[config.mk]
export PLATFORM = sky130hd
export DESIGN_NAME = sdram_col_seq
export DESIGN_NICKNAME = d
export VERILOG_FILES = /design/src/rtl/sdram_col_pkg.sv /design/src/rtl/col_len_decode.sv /design/src/rtl/col_beat_ctr.sv /design/src/rtl/col_order_map.sv /design/src/rtl/sdram_col_seq.sv
export SDC_FILE = /design/constraint.sdc
export NUM_CORES = 1
export LEC_CHECK = 0
export BUFFER_PORTS_ARGS = -buffer_cell sky130_fd_sc_hd__buf_4
export CAP_MARGIN = 20
export CORE_ASPECT_RATIO = 0.7
export CORE_MARGIN = 4
export CORE_UTILIZATION = 56
export CTS_CLUSTER_SIZE = 20
export DETAILED_ROUTE_END_ITERATION = 7
export PLACE_DENSITY = 0.79
export RECOVER_POWER = 50
export SLEW_MARGIN = 20
export SYNTH_ARGS = -nofsm -noshare
export SYNTH_HDL_FRONTEND = slang
export SYNTH_SLANG_ARGS = --single-unit
[constraint.sdc]
create_clock -name clk_i -period 2.62 [get_ports clk_i]
set_input_delay 0 -clock clk_i [delete_from_list [all_inputs] [get_ports clk_i]]
set_output_delay 0 -clock clk_i [all_outputs]
set_load 0.02 [all_outputs]
[src/rtl/sdram_col_pkg.sv]
package sdram_col_pkg;
  typedef enum logic [2:0] {
    LEN_1    = 3'b000,
    LEN_2    = 3'b001,
    LEN_4    = 3'b010,
    LEN_8    = 3'b011,
    LEN_PAGE = 3'b111
  } len_code_e;
endpackage

[src/rtl/col_len_decode.sv]
module col_len_decode
  import sdram_col_pkg::*;
#(
  parameter int COL_W = 9
) (
  input  logic [2:0]       code_i,
  input  logic             ilv_i,
  output logic             legal_o,
  output logic             full_o,
  output logic [COL_W-1:0] mask_o
);
  always_comb begin
    legal_o = 1'b1;
    full_o  = 1'b0;
    mask_o  = '0;
    unique case (code_i)
      LEN_1:    mask_o = COL_W'(0);
      LEN_2:    mask_o = COL_W'(1);
      LEN_4:    mask_o = COL_W'(3);
      LEN_8:    mask_o = COL_W'(7);
      LEN_PAGE: begin
        mask_o  = '1;
        full_o  = 1'b1;
        legal_o = ~ilv_i;  // page mode is linear only
      end
      default:  legal_o = 1'b0;
    endcase
  end
endmodule

[src/rtl/col_beat_ctr.sv]
module col_beat_ctr #(
  parameter int COL_W = 9
) (
  input  logic             clk_i,
  input  logic             rst_ni,
  input  logic             start_i,
  input  logic             term_i,
  input  logic             legal_i,
  input  logic             full_i,
  input  logic             ilv_i,
  input  logic [COL_W-1:0] mask_i,
  input  logic [COL_W-1:0] start_col_i,
  output logic             act_o,
  output logic             err_o,
  output logic             last_o,
  output logic             full_o,
  output logic             ilv_o,
  output logic [COL_W-1:0] mask_o,
  output logic [COL_W-1:0] base_o,
  output logic [COL_W-1:0] idx_o
);
  logic             act_q, err_q, full_q, ilv_q;
  logic [COL_W-1:0] mask_q, base_q, idx_q;
  logic             at_end;

  assign at_end = ~full_q & (idx_q == mask_q);

  always_ff @(posedge clk_i or negedge rst_ni) begin
    if (!rst_ni) begin
      act_q  <= 1'b0;
      err_q  <= 1'b0;
      full_q <= 1'b0;
      ilv_q  <= 1'b0;
      mask_q <= '0;
      base_q <= '0;
      idx_q  <= '0;
    end else if (start_i) begin
      act_q  <= legal_i;
      err_q  <= ~legal_i;
      full_q <= full_i;
      ilv_q  <= ilv_i;
      mask_q <= mask_i;
      base_q <= start_col_i;
      idx_q  <= '0;
    end else begin
      err_q <= 1'b0;
      if (term_i) begin
        act_q <= 1'b0;
      end else if (act_q) begin
        if (at_end) act_q <= 1'b0;
        else        idx_q <= idx_q + COL_W'(1);  // wraps for page mode
      end
    end
  end

  assign act_o  = act_q;
  assign err_o  = err_q;
  assign last_o = act_q & at_end;
  assign full_o = full_q;
  assign ilv_o  = ilv_q;
  assign mask_o = mask_q;
  assign base_o = base_q;
  assign idx_o  = idx_q;


  err_no_beat_chk: assert property (@(posedge clk_i) disable iff (!rst_ni)
    err_o |-> !act_o);

  term_stop_chk: assert property (@(posedge clk_i) disable iff (!rst_ni)
    term_i && !start_i |=> !act_o);

  last_end_chk: assert property (@(posedge clk_i) disable iff (!rst_ni)
    last_o && !start_i |=> !act_o);

  err_pulse_chk: assert property (@(posedge clk_i) disable iff (!rst_ni)
    err_o && !start_i |=> !err_o);
endmodule

[src/rtl/col_order_map.sv]
module col_order_map #(
  parameter int COL_W = 9
) (
  input  logic             ilv_i,
  input  logic [COL_W-1:0] base_i,
  input  logic [COL_W-1:0] idx_i,
  input  logic [COL_W-1:0] mask_i,
  output logic [COL_W-1:0] col_o
);
  logic [COL_W-1:0] sum;
  assign sum = base_i + idx_i;

  for (genvar b = 0; b < COL_W; b++) begin : g_bit
    logic off;
    assign off      = ilv_i ? (base_i[b] ^ idx_i[b]) : sum[b];
    assign col_o[b] = mask_i[b] ? off : base_i[b];
  end
endmodule

[src/rtl/sdram_col_seq.sv]
module sdram_col_seq #(
  parameter int COL_W = 9
) (
  input  logic             clk_i,
  input  logic             rst_ni,
  input  logic             start_i,
  input  logic [COL_W-1:0] start_col_i,
  input  logic [2:0]       len_code_i,
  input  logic             ilv_i,
  input  logic             term_i,
  output logic [COL_W-1:0] col_o,
  output logic             valid_o,
  output logic             last_o,
  output logic             err_o
);
  logic             legal, full_d, full_q, ilv_q;
  logic [COL_W-1:0] mask_d, mask_q, base_q, idx_q;

  col_len_decode #(.COL_W(COL_W)) u_dec (
    .code_i (len_code_i),
    .ilv_i  (ilv_i),
    .legal_o(legal),
    .full_o (full_d),
    .mask_o (mask_d)
  );

  col_beat_ctr #(.COL_W(COL_W)) u_ctr (
    .clk_i      (clk_i),
    .rst_ni     (rst_ni),
    .start_i    (start_i),
    .term_i     (term_i),
    .legal_i    (legal),
    .full_i     (full_d),
    .ilv_i      (ilv_i),
    .mask_i     (mask_d),
    .start_col_i(start_col_i),
    .act_o      (valid_o),
    .err_o      (err_o),
    .last_o     (last_o),
    .full_o     (full_q),
    .ilv_o      (ilv_q),
    .mask_o     (mask_q),
    .base_o     (base_q),
    .idx_o      (idx_q)
  );

  col_order_map #(.COL_W(COL_W)) u_map (
    .ilv_i (ilv_q),
    .base_i(base_q),
    .idx_i (idx_q),
    .mask_i(mask_q),
    .col_o (col_o)
  );


  start_first_chk: assert property (@(posedge clk_i) disable iff (!rst_ni)
    start_i && legal |=> valid_o && (col_o == $past(start_col_i)));

  bad_start_chk: assert property (@(posedge clk_i) disable iff (!rst_ni)
    start_i && !legal |=> err_o && !valid_o);

  page_step_chk: assert property (@(posedge clk_i) disable iff (!rst_ni)
    valid_o && full_q && !start_i && !term_i |=>
      valid_o && !last_o && (col_o == COL_W'($past(col_o) + 1'b1)));

  last_valid_chk: assert property (@(posedge clk_i) disable iff (!rst_ni)
    last_o |-> valid_o);
endmodule

After elaboration in Yosys (flattened, before gate mapping) --
Index checks and enable logic that the tools add are counted.
Operators by class: add/sub/neg operators 2, equality and inequality tests 7, mux-type cells 30, bitwise logic cells 14, reductions and logical operators 4
Operator list (count):
- 9-bit 2-to-1 mux | 4
- 9-bit one-hot mux with 4 select lines | 1
- 1-bit 2-to-1 mux | 24
- 9-bit by 1-bit adder with 9-bit output (second input constant) | 1
- 9-bit adder | 1
- 9-bit == test | 1
- 1-bit bitwise XOR | 9
- 3-bit by 2-bit == test with 1-bit output (second input constant) | 2
- 2-bit inequality test (second input constant) | 2
- 4-bit OR reduction | 1
- 3-bit by 1-bit == test with 1-bit output (second input constant) | 1
- 3-bit == test (second input constant) | 1
- 3-bit zero test | 1
- 1-bit NOT | 3
- 3-bit AND reduction | 1
- 1-bit AND | 2
- 1-bit one-hot mux with 2 select lines | 1
- 2-bit nonzero test | 1
Storage, ports and cells: bits in registers 31, output and inout port bits 12, logic and storage cells 64

Logic depth before layout (Yosys ltp) --
depth in word-level cells 6, gate-level depth with buffers 7

Cells and area by module --
From an unflattened synthesis, not the netlist that was laid out.
Second synthesis, totals: cell total of the unflattened synthesis 186, area, all modules 1953.1 µm²
Modules (own cells, without submodules):
- col_beat_ctr | times used 1, cells an instance 111, area an instance 1395.1 µm²
- col_order_map | times used 1, cells an instance 61, area an instance 464.2 µm²
- col_len_decode | times used 1, cells an instance 14, area an instance 93.8 µm²

Worst setup path after synthesis --
Ideal clock, no wire load.
path kind flip-flop to output port, from reg u_ctr.idx_q[0] (netlist: u_ctr.idx_o[0]), to out col_o[6], data arrival time 2.098 ns, data required time 2.620 ns, slack 0.522 ns, cell stages (with the launch flop) 8, path buffers 0, path through dfrtp_1 -> ha_1 -> fa_1 -> a211oi_1 -> o21bai_1 -> a21oi_1 -> o21ai_0 -> a31oi_1
Between the ends: word-level cells in the longest chain between the ends 3
Ends and longest elaborated chain:
- start, declared | RTL line col_beat_ctr.sv:23 | logic [COL_W-1:0] mask_q, base_q, idx_q;
- start signal, assigned | RTL line col_beat_ctr.sv:51 | else idx_q <= idx_q + COL_W'(1);
- 9-bit adder | RTL line col_order_map.sv:11 | assign sum = base_i + idx_i;
- 1-bit 2-to-1 mux | RTL line col_order_map.sv:15 | assign off = ilv_i ? (base_i[b] ^ idx_i[b]) : sum[b];
- 1-bit 2-to-1 mux | RTL line col_order_map.sv:16 | assign col_o[b] = mask_i[b] ? off : base_i[b];
- end, declared | RTL line sdram_col_seq.sv:11 | output logic [COL_W-1:0] col_o,
No other way between the ends.

Worst setup path in the final report --
from reg u_ctr.idx_q[0] (netlist: u_ctr.idx_o[0]), to out col_o[8]
The elaborated chain is that of the path after synthesis.

==> impl_metrics.yaml <==
run_status:
  status: "complete, no violations"
timing:
  finClkSkew_ps: 2.157
  min_period_over_period_pct: 96.12
  finalSetupViolCount: 0
  fin_setup_tns_ps: 0
  fin_ws_ps: 101.7
  hold_violations: 0
  slew_violations: 0
  rsz0062_at_grt: "false"
  worstMarginPinSlew_ps: 1454
  post-route-min-period_ps: 2518
  relSlewSlack_pct: 3.087
  timing.fmax_mhz: 397.1
critical_path:
  critPathKind: "register to output port"
  arrival_ps: 2520
  r2r_slack_ps: 550
  endpoint_kind: "output port"
  rr_worst_depth: 5
  cpMostUsedCell: "a211oi_2"
  worstPathRequired_ps: 2620
  critPathMaxStageDelay_ps: 460
  cpLargestDelayFamily: "compound AO/OA/AOI/OAI gates"
  path_buf_inv: 1
  rr_endpoint: "u_ctr.idx_o[0]"
  r2r_start: "u_ctr.mask_o[7]"
  path_cells: "ha_1, fa_1, a211oi_2, o21ai_1, a211oi_2, a41o_1, o22ai_1, buf_4"
  worstSetupStartpointType: "register"
  cp_slowest_cell: "dfrtp_2"
  critPathMaxFanout: 7
cts:
  clk_latency_ps: 270
  cts_tree: "yes"
  root_buffer: "clkbuf_8"
  cts.sinks: 26
  cts-buffers-inserted: 3
  htree_levels: 1
  cts_buffer_depth: 2
  clk_pin_slew_worst_paths_ps: 90
placed_design:
  pre_cts_ws_ps: 318.5
  place_hpwl_mm: 3.027
  io_buffers: 28
  gp_congestion: 0.8515
yosys:
  synth_top_family_by_area: "compound AO/OA/AOI/OAI gates"
  synth.avg_cell_area_um2: 9.649
  synth-simple-area-share_pct: 18.96
  yosysSeqAreaShare_pct: 36.65
  netlist_area_um2: 1775
  synthAdderAreaFrac_pct: 7.470
  synthFlopType: "dfrtp_1"
  async_flop_share_pct: 100.0
  synth-compound-area-share_pct: 20.37
  yosys_warnings: 0
  synth_mux_area_share_pct: 9.584
  ys_seq_elements: 26
  synth_edf_count: 0
  synth_nets: 211
  synthCells: 184
  yosysUniqueCellTypes: 46
  synth-xor-area-share_pct: 3.946
floorplanning:
  die_w_um: 75.30
  dieArea_um2: 4150
  ios: 29
  initial_utilization_pct: 60.74
  rows: 16
  die_y_um: 55.11
  core_area_um2: 2923
pwr:
  seq_power_share_pct: 46.9
  ir_drop_v: 0.0003091
  power_frac_comb_pct: 27.1
  switchingPower_mw: 0.3050
  netSwitchingFraction_pct: 30.68
  p_leak_nw: 0.9452
  powerDensity_nw_per_um2: 459.3
  p_int_mw: 0.6892
  pwr-share-clk_pct: 26.0
  power_mw: 0.9942
worst_hold_path:
  min_from: "len_code_i[0]"
  hold_end: "u_ctr.mask_o[2]"
  worstHoldPathCells: 3
  hold_path.class: "input pin to register"
grt:
  grt_pass1_wl_mm: 6.913
  antenna_found_initial: 0
  grt_max_degree: 32
  grtUsageTotal_pct: 22.70
  grt_overflow: 0
  first_global_vias: 1466
finish:
  final_cell_mix: "buf_4, dfrtp_1, a21oi_1, nor2_1"
  fin_nets: 248
  syn_to_final_growth_pct: 21.92
  n_antenna_cell: 0
  drive_gt1_share_pct: 20.00
routing:
  drc_errors: 0
  vias: 1571
  drt-initial-drc-count: 164
  wl_per_cell_um: 16.79
  ant_nets: 0
  vias_per_cell: 6.137
  m1WireLength_mm: 1.920
  wl_met3_um: 281
  top_layer: "met4"
  dr_wl_met2_mm: 2.037
  drt_pre_antenna_iters: 4
  routed_wl_mm: 4.298
run:
  drv_cap: 0
[worst max-delay path by stage]
stage | end | cells after the start | slack (ps) | from
3_5_place_dp | col_o[8] | 8 | 320 | u_ctr.idx_o[0]
6_report | col_o[8] | 8 | 100 | u_ctr.idx_o[0]
5_1_grt | col_o[8] | 8 | 2 | u_ctr.idx_o[0]
2_1_floorplan | col_o[6] | 7 | 520 | u_ctr.idx_o[0]
4_1_cts | col_o[8] | 8 | 50 | u_ctr.idx_o[0]
3_3_place_gp | col_o[6] | 8 | 500 | u_ctr.idx_o[0]
[state kept, by name (all words and copies together), names as in the netlist]
name and flops:
u_ctr.base_o 9, u_ctr.idx_o 9, u_ctr.mask_o 4, u_ctr.act_o 1, u_ctr.err_o 1, u_ctr.full_o 1, u_ctr.ilv_o 1
[tightest hold or removal path, cell delays in order]
cell     delay, ps
buf_4          100
nand3_1         70
o21ai_0         70
[through the flow]
step / hold WS, ps / util (%) / instances / instance area (µm²)
floorplan: -295.6 / - / 184 / 1775
global placement: -75.29 / 68.28 / 241 / 1996
detailed placement: -69.51 / 68.28 / 241 / 1996
CTS: 5.291 / 74.10 / 256 / 2166
global route: 7.072 / 74.06 / 256 / 2165
finish: 3.714 / 74.06 / 256 / 2165
[metal layers]
metal	global-route usage (%)	vias up
li1	-	758
met1	29.24	744
met2	38.11	62
met3	4.874	7
met4	7.849	0
met5	0	-
[cell families (layout without fill, tap and decap cells)]
| kind of cell | count (synthesis) | in the layout |
|---|---|---|
| buffers and inverters | 12 | 48 |
| multiplexers | 15 | 15 |
| adder cells (fa/ha/maj) | 10 | 10 |
| AND/OR/NAND/NOR | 58 | 58 |
| AO/OA/AOI/OAI | 55 | 55 |
| flip-flops | 26 | 26 |
| XOR/XNOR | 8 | 8 |
[power groups by stage]
stage | Combinational (mW) | Clock [mW] | Sequential (mW)
global placement | 0.246 | 0 | 0.470
global route | 0.295 | 0.285 | 0.472
CTS | 0.270 | 0.265 | 0.465
floorplan | 0.171 | 0 | 0.461
detailed placement | 0.255 | 0 | 0.473
finish | 0.270 | 0.258 | 0.466
[layout make-up]
| type | instances | area [µm²] |
|---|---|---|
| Inverter | 5 | 18.77 |
| Tap cell | 36 | 45.04 |
| Clock buffer | 4 | 55.05 |
| Multi-Input combinational cell | 146 | 1081 |
| Sequential cell | 26 | 651.9 |
| Timing Repair Buffer | 39 | 312.8 |
| Fill cell | 203 | 758.2 |
[cells in the mapped netlist (4+ instances only)]
| library cell | number | area (µm²) |
|---|---|---|
| nor2_1 | 14 | 52.55 |
| nand4_1 | 6 | 37.54 |
| xnor2_1 | 4 | 35.03 |
| dfrtp_1 | 26 | 650.6 |
| or4_1 | 7 | 52.55 |
| o21ai_1 | 8 | 40.04 |
| xor2_1 | 4 | 35.03 |
| nand2_1 | 6 | 22.52 |
| mux2_1 | 11 | 123.9 |
| a21oi_1 | 15 | 75.07 |
| a21oi_2 | 6 | 52.55 |
| ha_1 | 9 | 112.6 |
| or3_1 | 5 | 31.28 |
| o31ai_1 | 5 | 37.54 |
| inv_1 | 5 | 18.77 |
| o21ai_0 | 5 | 25.02 |
[timing repair]
action                                 CTS  global route
setup endpoints to repair                1             1
endpoints found under the hold margin   36             0
resized for setup                        1             2
setup buffers                            0             0
hold buffers                            11             0
(Power assumes the default switching activity.)
